<file path="src/rtl/rm_pkg.sv">
package rm_pkg;
   typedef enum logic {
      GATE_WRAP = 1'b0,
      GATE_PASS = 1'b1
   } gate_mode_e;

   function automatic int sum_width(input int seg_w, input int off_w, input int shamt);
      int a;
      a = seg_w + shamt;
      return ((a > off_w) ? a : off_w) + 1;
   endfunction
endpackage

</file>
<file path="src/rtl/rm_lin_sum.sv">
module rm_lin_sum #(
   parameter int SEG_W = 16,
   parameter int OFF_W = 16,
   parameter int SHAMT = 4,
   localparam int SUM_W = rm_pkg::sum_width(SEG_W, OFF_W, SHAMT)
) (
   input  logic [SEG_W-1:0] seg,
   input  logic [OFF_W-1:0] off,
   output logic [SUM_W-1:0] sum
);
   logic [SUM_W-1:0] seg_sh;
   logic [SUM_W-1:0] off_ext;

   assign seg_sh  = SUM_W'({seg, {SHAMT{1'b0}}});
   assign off_ext = SUM_W'(off);
   assign sum     = seg_sh + off_ext;
endmodule

</file>
<file path="src/rtl/rm_gate_ctl.sv">
module rm_gate_ctl #(
   parameter int GATE_LAT = 8,
   localparam int CNT_W = $clog2(GATE_LAT + 1)
) (
   input  logic clk,
   input  logic rst_n,
   input  logic wr,
   input  logic val,
   output logic gate,
   output logic busy
);
   import rm_pkg::*;

   gate_mode_e       gate_q;
   logic             pend_q;
   logic             busy_q;
   logic [CNT_W-1:0] cnt_q;

   initial assert (GATE_LAT >= 1) else $error("GATE_LAT must be at least 1");

   always_ff @(posedge clk) begin
      if (!rst_n) begin
         gate_q <= GATE_WRAP;
         pend_q <= 1'b0;
         busy_q <= 1'b0;
         cnt_q  <= '0;
      end else if (!busy_q) begin
         if (wr) begin
            pend_q <= val;
            busy_q <= 1'b1;
            cnt_q  <= CNT_W'(GATE_LAT);
         end
      end else if (cnt_q == CNT_W'(1)) begin
         gate_q <= gate_mode_e'(pend_q);
         busy_q <= 1'b0;
         cnt_q  <= '0;
      end else begin
         cnt_q <= cnt_q - CNT_W'(1);
      end
   end

   assign gate = gate_q;
   assign busy = busy_q;

   assert_busy_needs_write_R6: assert property (@(posedge clk) disable iff (!rst_n)
      $rose(busy_q) |-> $past(wr));
   assert_gate_moves_at_end_R6: assert property (@(posedge clk) disable iff (!rst_n)
      !$stable(gate_q) |-> $fell(busy_q));
   assert_busy_never_zero_count_R6: assert property (@(posedge clk) disable iff (!rst_n)
      busy_q |-> (cnt_q != '0));
   assert_write_ignored_R8: assert property (@(posedge clk) disable iff (!rst_n)
      (busy_q && wr) |=> $stable(pend_q));
endmodule

</file>
<file path="src/rtl/rm_addr_reg.sv">
module rm_addr_reg #(
   parameter int SUM_W    = 21,
   parameter int BUS_W    = 24,
   parameter int GATE_BIT = 20
) (
   input  logic             clk,
   input  logic             rst_n,
   input  logic             req,
   input  logic [SUM_W-1:0] sum,
   input  logic             gate,
   output logic [BUS_W-1:0] addr,
   output logic             vld
);
   logic [BUS_W-1:0] gated;

   initial assert (BUS_W >= SUM_W) else $error("BUS_W narrower than sum");
   initial assert (GATE_BIT < SUM_W) else $error("GATE_BIT outside sum");

   for (genvar b = 0; b < BUS_W; b++) begin : g_bit
      if (b == GATE_BIT) begin : g_gate
         assign gated[b] = sum[b] & gate;
      end else if (b < SUM_W) begin : g_pass
         assign gated[b] = sum[b];
      end else begin : g_pad
         assign gated[b] = 1'b0;
      end
   end

   always_ff @(posedge clk) begin
      if (!rst_n) begin
         addr <= '0;
         vld  <= 1'b0;
      end else begin
         vld <= req;
         if (req) addr <= gated;
      end
   end

   assert_vld_after_req_R4: assert property (@(posedge clk) disable iff (!rst_n)
      req |=> vld);
   assert_no_vld_without_req_R4: assert property (@(posedge clk) disable iff (!rst_n)
      !req |=> !vld);
   assert_hold_when_idle_R4: assert property (@(posedge clk) disable iff (!rst_n)
      !req |=> $stable(addr));
   assert_wrap_when_closed_R1: assert property (@(posedge clk) disable iff (!rst_n)
      (req && !gate) |=> !addr[GATE_BIT]);

   if (BUS_W > SUM_W) begin : g_chk_upper
      assert_upper_zero_R3: assert property (@(posedge clk) disable iff (!rst_n)
         addr[BUS_W-1:SUM_W] == '0);
   end
endmodule

</file>
<file path="src/rtl/rm_addr_gen.sv">
module rm_addr_gen #(
   parameter int SEG_W    = 16,
   parameter int OFF_W    = 16,
   parameter int SHAMT    = 4,
   parameter int BUS_W    = 24,
   parameter int GATE_BIT = 20,
   parameter int GATE_LAT = 8,
   localparam int SUM_W   = rm_pkg::sum_width(SEG_W, OFF_W, SHAMT)
) (
   input  logic             clk,
   input  logic             rst_n,
   input  logic             req,
   input  logic [SEG_W-1:0] seg,
   input  logic [OFF_W-1:0] off,
   input  logic             gate_wr,
   input  logic             gate_val,
   output logic             gate_busy,
   output logic [BUS_W-1:0] phys_addr,
   output logic             addr_vld
);
   logic [SUM_W-1:0] lin_sum;
   logic             gate_now;

   rm_lin_sum #(.SEG_W(SEG_W), .OFF_W(OFF_W), .SHAMT(SHAMT)) u_sum (
      .seg (seg),
      .off (off),
      .sum (lin_sum)
   );

   rm_gate_ctl #(.GATE_LAT(GATE_LAT)) u_gate (
      .clk  (clk),
      .rst_n(rst_n),
      .wr   (gate_wr),
      .val  (gate_val),
      .gate (gate_now),
      .busy (gate_busy)
   );

   rm_addr_reg #(.SUM_W(SUM_W), .BUS_W(BUS_W), .GATE_BIT(GATE_BIT)) u_out (
      .clk  (clk),
      .rst_n(rst_n),
      .req  (req),
      .sum  (lin_sum),
      .gate (gate_now),
      .addr (phys_addr),
      .vld  (addr_vld)
   );

   assert_reset_quiet_R5: assert property (@(posedge clk)
      !rst_n |=> (!gate_busy && !addr_vld && phys_addr == '0));
endmodule

</file>
<file path="config.mk">
export PLATFORM = sky130hd
export DESIGN_NAME = rm_addr_gen
export DESIGN_NICKNAME = d
export VERILOG_FILES = /design/src/rtl/rm_pkg.sv /design/src/rtl/rm_lin_sum.sv /design/src/rtl/rm_gate_ctl.sv /design/src/rtl/rm_addr_reg.sv /design/src/rtl/rm_addr_gen.sv
export SDC_FILE = /design/constraint.sdc
export NUM_CORES = 1
export LEC_CHECK = 0
export ABC_AREA = 1
export BUFFER_PORTS_ARGS = -buffer_cell sky130_fd_sc_hd__buf_2
export CAP_MARGIN = 20
export CORE_UTILIZATION = 51
export CTS_CLUSTER_SIZE = 14
export DETAILED_ROUTE_END_ITERATION = 10
export GPL_TIMING_DRIVEN = 0
export PLACE_DENSITY = 0.8
export SKIP_CTS_REPAIR_TIMING = 1
export SLEW_MARGIN = 20
export SYNTH_ARGS = -nofsm -noshare
export SYNTH_HDL_FRONTEND = slang
export SYNTH_HIERARCHICAL = 1
export SYNTH_SLANG_ARGS = --single-unit
</file>
<file path="constraint.sdc">
create_clock -name clk -period 1.9 [get_ports clk]
set_input_delay 0.285 -clock clk [delete_from_list [all_inputs] [get_ports clk]]
set_output_delay 0.285 -clock clk [all_outputs]
set_load 0.01 [all_outputs]
</file>
==> results.toml, run 1 <==
[timing]
layout_min_cycle_time_ns = 1.61
rsz0062_at_grt = "no"
min_period_over_period_pct = 84.7
setup_viol = 0
fin_hold_ws_ns = 0.199
fmax_mhz = 621
fin_tns_setup_ns = 0
hold_violations = 0
drv_slew = 0
finClkSkew_ns = 0.00318

[floorplanning]
coreArea_um2 = 3720
die_area_um2 = 4210
row_count = 22
start_util_pct = 54.3
dieWidth_um = 64.9
ioPinCount = 63
die_h_um = 64.9

[routing]
via_per_inst = 4.71
drtPass1Iterations = 4
vias = 2046
drt_iter0_markers = 127
routedWlPerCell_um = 9.57
route.detailed.drc = 0
drt-total-wl_um = 4150
ant_nets = 0

[cells_and_area]
nNetsFinal = 437
layout_commonest_cell = "nand2_1"
most-common-layout-cells = "nand2_1 (128), buf_2 (59), inv_1 (42)"
syn_to_final_growth_pct = 22.8
final_util_pct = 66.6
antenna_cells = 0
drive_gt1_share_pct = 23.1
finalNonFillerCells = 434

[setup_path]
r2r-end = "u_gate/cnt_q[2]$_SDFFE_PN0P_"
cp.arrival_ns = 1.79
cp-start-kind = "primary input"
crit_type = "in2reg"
worst_r2r_path_depth = 5
timing.rr.start = "u_gate/cnt_q[1]$_SDFFE_PN0P_"
cp_max_fo = 3
rrSetupSlack_ns = 0.74
cp.required_ns = 2.08
end_kind = "flop"

[global_route]
grt-ovfl-total = 0
grt_usage_pct = 22.4
grt_pass1_vias = 1851
grt_pass1_wl_um = 7460
antenna_found_initial = 0
grt_max_degree = 11

[clock_network]
clk_pin_slew_ns = 0.06
h-tree-depth = 2
clkLatencyLatePin_ns = 0.28
cts_tree = "yes"
numCtsBuffers = 5
clockBufferDepth = 2
clock_tree.root_cell = "clkbuf_8"
cts_num_sinks = 29

[yosys]
synthCells = 321
avgSynthCellArea_um2 = 6.28
synthDistinctLibCells = 26
ys_seq_area_share_pct = 28.8
yosysWarnings = 6
syn_area_um2 = 2020
synth_seq_cells = 29

[worst_hold_path]
min_path_cells = 3
hold_path.class = "in2reg"
holdPathEnd = "u_out/addr[1]$_SDFFE_PN0P_"
hold_start = "off[1]"

[power_and_ir_drop]
switchingPower_uw = 518
power_frac_clock_pct = 36.0
p_sw_share_pct = 28.9
power_density_nw_per_um2 = 725
leakage_uw = 0.00150
p_int_uw = 1280
ir_worst_vdd_mv = 0.262
seq_power_share_pct = 38.3
p_comb_share_pct = 25.8

[place]
port_buffers = 55
place_congestion = 0.816
dp_hpwl_um = 3400
dp_cells = 426

[run]
max_cap_viol_count = 0

[run_status]
status = "finished clean"
[per-stage QoR]
step / cell area [um2] / power [uW] / setup slack (ns)
final: 2480 / 1800 / 0.290
after global routing: 2480 / 1910 / 0.204
after CTS: 2480 / 1810 / 0.291
after detailed placement: 2360 / 1160 / 0.00178
after global placement: 2360 / 1150 / 0.000981
after floorplan: 2020 / 1020 / 0.223
[routing by layer]
layer,vias to the layer above,share of wire (%),global-route usage [%]
met3,4,5.4,4.40
met4,0,0.82,7.78
met1,881,48,27.9
met2,54,45,38.2
met5,-,0,0
li1,1107,-,-
[worst max-delay path, stage by stage]
cell     delay, ns
buf_2         0.10
ha_1          0.21
fa_1          0.40
nand2_1       0.09
nand2_1       0.06
and2_4        0.15
nand3_2       0.07
nand3_2       0.07
and2_1        0.15
nand2_1       0.06
inv_1         0.04
nand2_1       0.06
nand2_1       0.04
[logic make-up (layout without fill, tap and decap cells)]
logic type / count (synthesis) / after routing / share of synthesized area [%]
other: 1 / 3 / 0.186
AOI/OAI and AO/OA: 13 / 13 / 3.23
DFF: 29 / 29 / 28.8
and+or+nand+nor: 198 / 198 / 42.4
adders and majority gates: 15 / 15 / 9.68
buffers and inverters: 58 / 121 / 12.7
xor gates and xnor gates: 7 / 7 / 3.04
[registers in the layout, summed over array words and instances, names as in the netlist]
name,cells
u_out/addr,21
u_gate/pend_q,1
u_gate/cnt_q,4
u_out/vld,1
u_gate/busy,1
u_gate/gate,1
[worst max-delay path by stage]
stage                 from                     endpoint  slack, ns  cells after the start
finish              seg[0]  u_out/addr[20]$_SDFFE_PN0P_       0.29                     13
floorplan           seg[0]  u_out/addr[20]$_SDFFE_PN0P_       0.22                     12
global route        seg[0]  u_out/addr[20]$_SDFFE_PN0P_       0.20                     13
global placement    seg[0]  u_out/addr[20]$_SDFFE_PN0P_      0.001                     13
detailed placement  seg[0]  u_out/addr[20]$_SDFFE_PN0P_      0.002                     13
CTS                 seg[0]  u_out/addr[20]$_SDFFE_PN0P_       0.29                     13
[final cells by class]
cell class              instances  area (um2)
clock inverters                 1        30.0
inverters                      45         169
clock buffers                   7        86.3
flip-flops and latches         29         581
well taps                      48        60.1
multi-input cells             236        1190
plain buffers                  13        87.6
repair buffers                 55         275
fillers                       378        1240
[cell usage after synthesis]
master | n | area, um2
xnor2_1 | 1 | 8.76
dfxtp_1 | 29 | 581
fa_1 | 1 | 20.0
buf_2 | 4 | 20.0
ha_1 | 14 | 175
or2_1 | 3 | 18.8
conb_1 | 1 | 3.75
nor2_2 | 1 | 6.26
and2_1 | 1 | 6.26
xor2_1 | 6 | 52.6
or2_2 | 1 | 6.26
nor2_1 | 16 | 60.1
nor3_1 | 1 | 5.00
nand3_1 | 34 | 170
nor3_2 | 2 | 20.0
inv_2 | 3 | 11.3
buf_4 | 9 | 67.6
nand2_2 | 4 | 25.0
nand3b_1 | 2 | 15.0
nand4_1 | 2 | 12.5
a21oi_1 | 12 | 60.1
o21ai_0 | 1 | 5.00
nand2_1 | 128 | 480
and2_4 | 1 | 8.76
inv_1 | 42 | 158
nand3_2 | 2 | 20.0
[power groups by stage]
| stage | Sequential [uW] | Clock (uW) | Combinational [uW] |
|---|---|---|---|
| after global routing | 693 | 685 | 535 |
| final | 687 | 646 | 463 |
| after floorplan | 717 | 0 | 305 |
| after global placement | 698 | 0 | 455 |
| after detailed placement | 700 | 0 | 462 |
| after CTS | 687 | 656 | 466 |
Power figures use the tool's default switching activity.
==> inputs of run 2 (changes only) <==
clock period = 1.6 ns   (was 1.9 ns; I/O delays follow)
==> results.toml, run 2 (synthesis results as in run 1) <==
[clock_network]
h-tree-depth = 2
numCtsBuffers = 5
clkLatencyLatePin_ns = 0.28
clk_pin_slew_ns = 0.06
clockBufferDepth = 2
clock_tree.root_cell = "clkbuf_8"
cts_num_sinks = 29
cts_tree = "yes"

[setup_path]
cp.required_ns = 1.78
cpPeakStageDelay_ns = 0.35
cp_common_cell = "nand2_1"
cp_max_fo = 3
crit_chain = "buf_2 > ha_2 > fa_2 > nand2_1 > nand2_1 > and2_4 > nand3_2 > nand3_2 > and2_1 > nand2_1 > inv_1 > nand2_1 > nand2_1"
r2r-end = "u_gate/cnt_q[2]$_SDFFE_PN0P_"
crit_type = "in2reg"
critPathSlowestCell = "fa_2"
rrSetupSlack_ns = 0.44
end_kind = "flop"
cp.arrival_ns = 1.65
worst_r2r_path_depth = 5
timing.rr.start = "u_gate/cnt_q[0]$_SDFFE_PN0P_"
cp-start-kind = "primary input"

[routing]
drt_iter0_markers = 125
route.detailed.drc = 0
routedWlPerCell_um = 9.88
ant_nets = 0
drtPass1Iterations = 4
drt-total-wl_um = 4290
vias = 2097
via_per_inst = 4.83

[power_and_ir_drop]
ir_worst_vdd_mv = 0.294
leakage_uw = 0.00149
power_density_nw_per_um2 = 820

[floorplanning]
coreArea_um2 = 3720
die_h_um = 64.9
row_count = 22
die_area_um2 = 4210
ioPinCount = 63
dieWidth_um = 64.9
start_util_pct = 54.3

[cells_and_area]
largestRegisters = "u_out/addr: 21 flops, u_gate/cnt_q: 4 flops"
most-common-layout-cells = "nand2_1 (128), buf_2 (59), inv_1 (42)"
largest_register = "u_out/addr"
nNetsFinal = 437
antenna_cells = 0
syn_to_final_growth_pct = 22.3
final_util_pct = 66.4
drive_gt1_share_pct = 23.8
largest_register_ffs = 21
layout_commonest_cell = "nand2_1"
design_area_um2 = 2470

[worst_hold_path]
min_path_cells = 3
hold_start = "off[1]"
holdPathEnd = "u_out/addr[1]$_SDFFE_PN0P_"
hold_path.class = "in2reg"

[timing]
drv_slew = 0
hold_violations = 0
finClkSkew_ns = 0.00411
setup_viol = 0
layout_min_cycle_time_ns = 1.47
min_period_over_period_pct = 92.1
fmax_mhz = 679
rsz0062_at_grt = "no"
setup_ws_ns = 0.127

[place]
place_ws_ns = -0.185
place_congestion = 0.916
place_area_um2 = 2360
port_buffers = 55
dp_hpwl_um = 3490

[global_route]
antenna_found_initial = 0
grt_max_degree = 11
grt-ovfl-total = 0
grt_pass1_wl_um = 7360
grt_pass1_vias = 1859
grt_usage_pct = 22.2

[run]
max_cap_viol_count = 0

[run_status]
status = "finished clean"
## run 2: final cells by class
| type | count | area (um2) |
|---|---|---|
| Fill cell | 374 | 1250 |
| Multi-Input combinational cell | 236 | 1190 |
| Sequential cell | 29 | 581 |
| Timing Repair Buffer | 55 | 275 |
| Inverter | 45 | 169 |
| Clock buffer | 7 | 96.3 |
| Buffer | 13 | 87.6 |
| Tap cell | 48 | 60.1 |
| Clock inverter | 1 | 5.00 |
## run 2: worst max-delay path by stage
stage,startpoint,endpoint
after floorplan,seg[0],u_out/addr[20]$_SDFFE_PN0P_
after global placement,seg[0],u_out/addr[20]$_SDFFE_PN0P_
after detailed placement,seg[0],u_out/addr[20]$_SDFFE_PN0P_
after CTS,seg[0],u_out/addr[20]$_SDFFE_PN0P_
after global routing,seg[0],u_out/addr[20]$_SDFFE_PN0P_
final,seg[0],u_out/addr[20]$_SDFFE_PN0P_
## run 2: critical path, delay by kind of cell
| family | cells | cell delay, ns |
|---|---|---|
| adders and majority gates | 2 | 0.54 |
| buffers and inverters | 2 | 0.13 |
| and+or+nand+nor | 9 | 0.73 |
## run 2: stage by stage
step	power [uW]	hold WS, ns	instances	setup TNS [ns]
2_1_floorplan	1210	0.378	323	0
4_1_cts	2050	0.146	434	0
3_3_place_gp	1370	0.431	426	-0.447
6_report	2020	0.155	434	0
5_1_grt	2160	0.162	434	0
3_5_place_dp	1390	0.441	426	-0.484
## run 2: where the power goes
| part | total, uW | switching, uW | internal, uW | leakage (uW) |
|---|---|---|---|---|
| logic | 555 | 326 | 230 | 0.00120 |
| registers | 815 | 33.2 | 782 | 0.000239 |
| clock network | 651 | 263 | 388 | 0.0000542 |
| total | 2020 | 622 | 1400 | 0.00149 |
## run 2: routing by layer
metal  up-vias  track usage, %  part of all wire [%]
li1       1106               -                     -
met1       921            26.6                    46
met2        61            38.2                    47
met3         9            4.05                   5.6
met4         0            9.72                   2.0
met5         -               0                     0
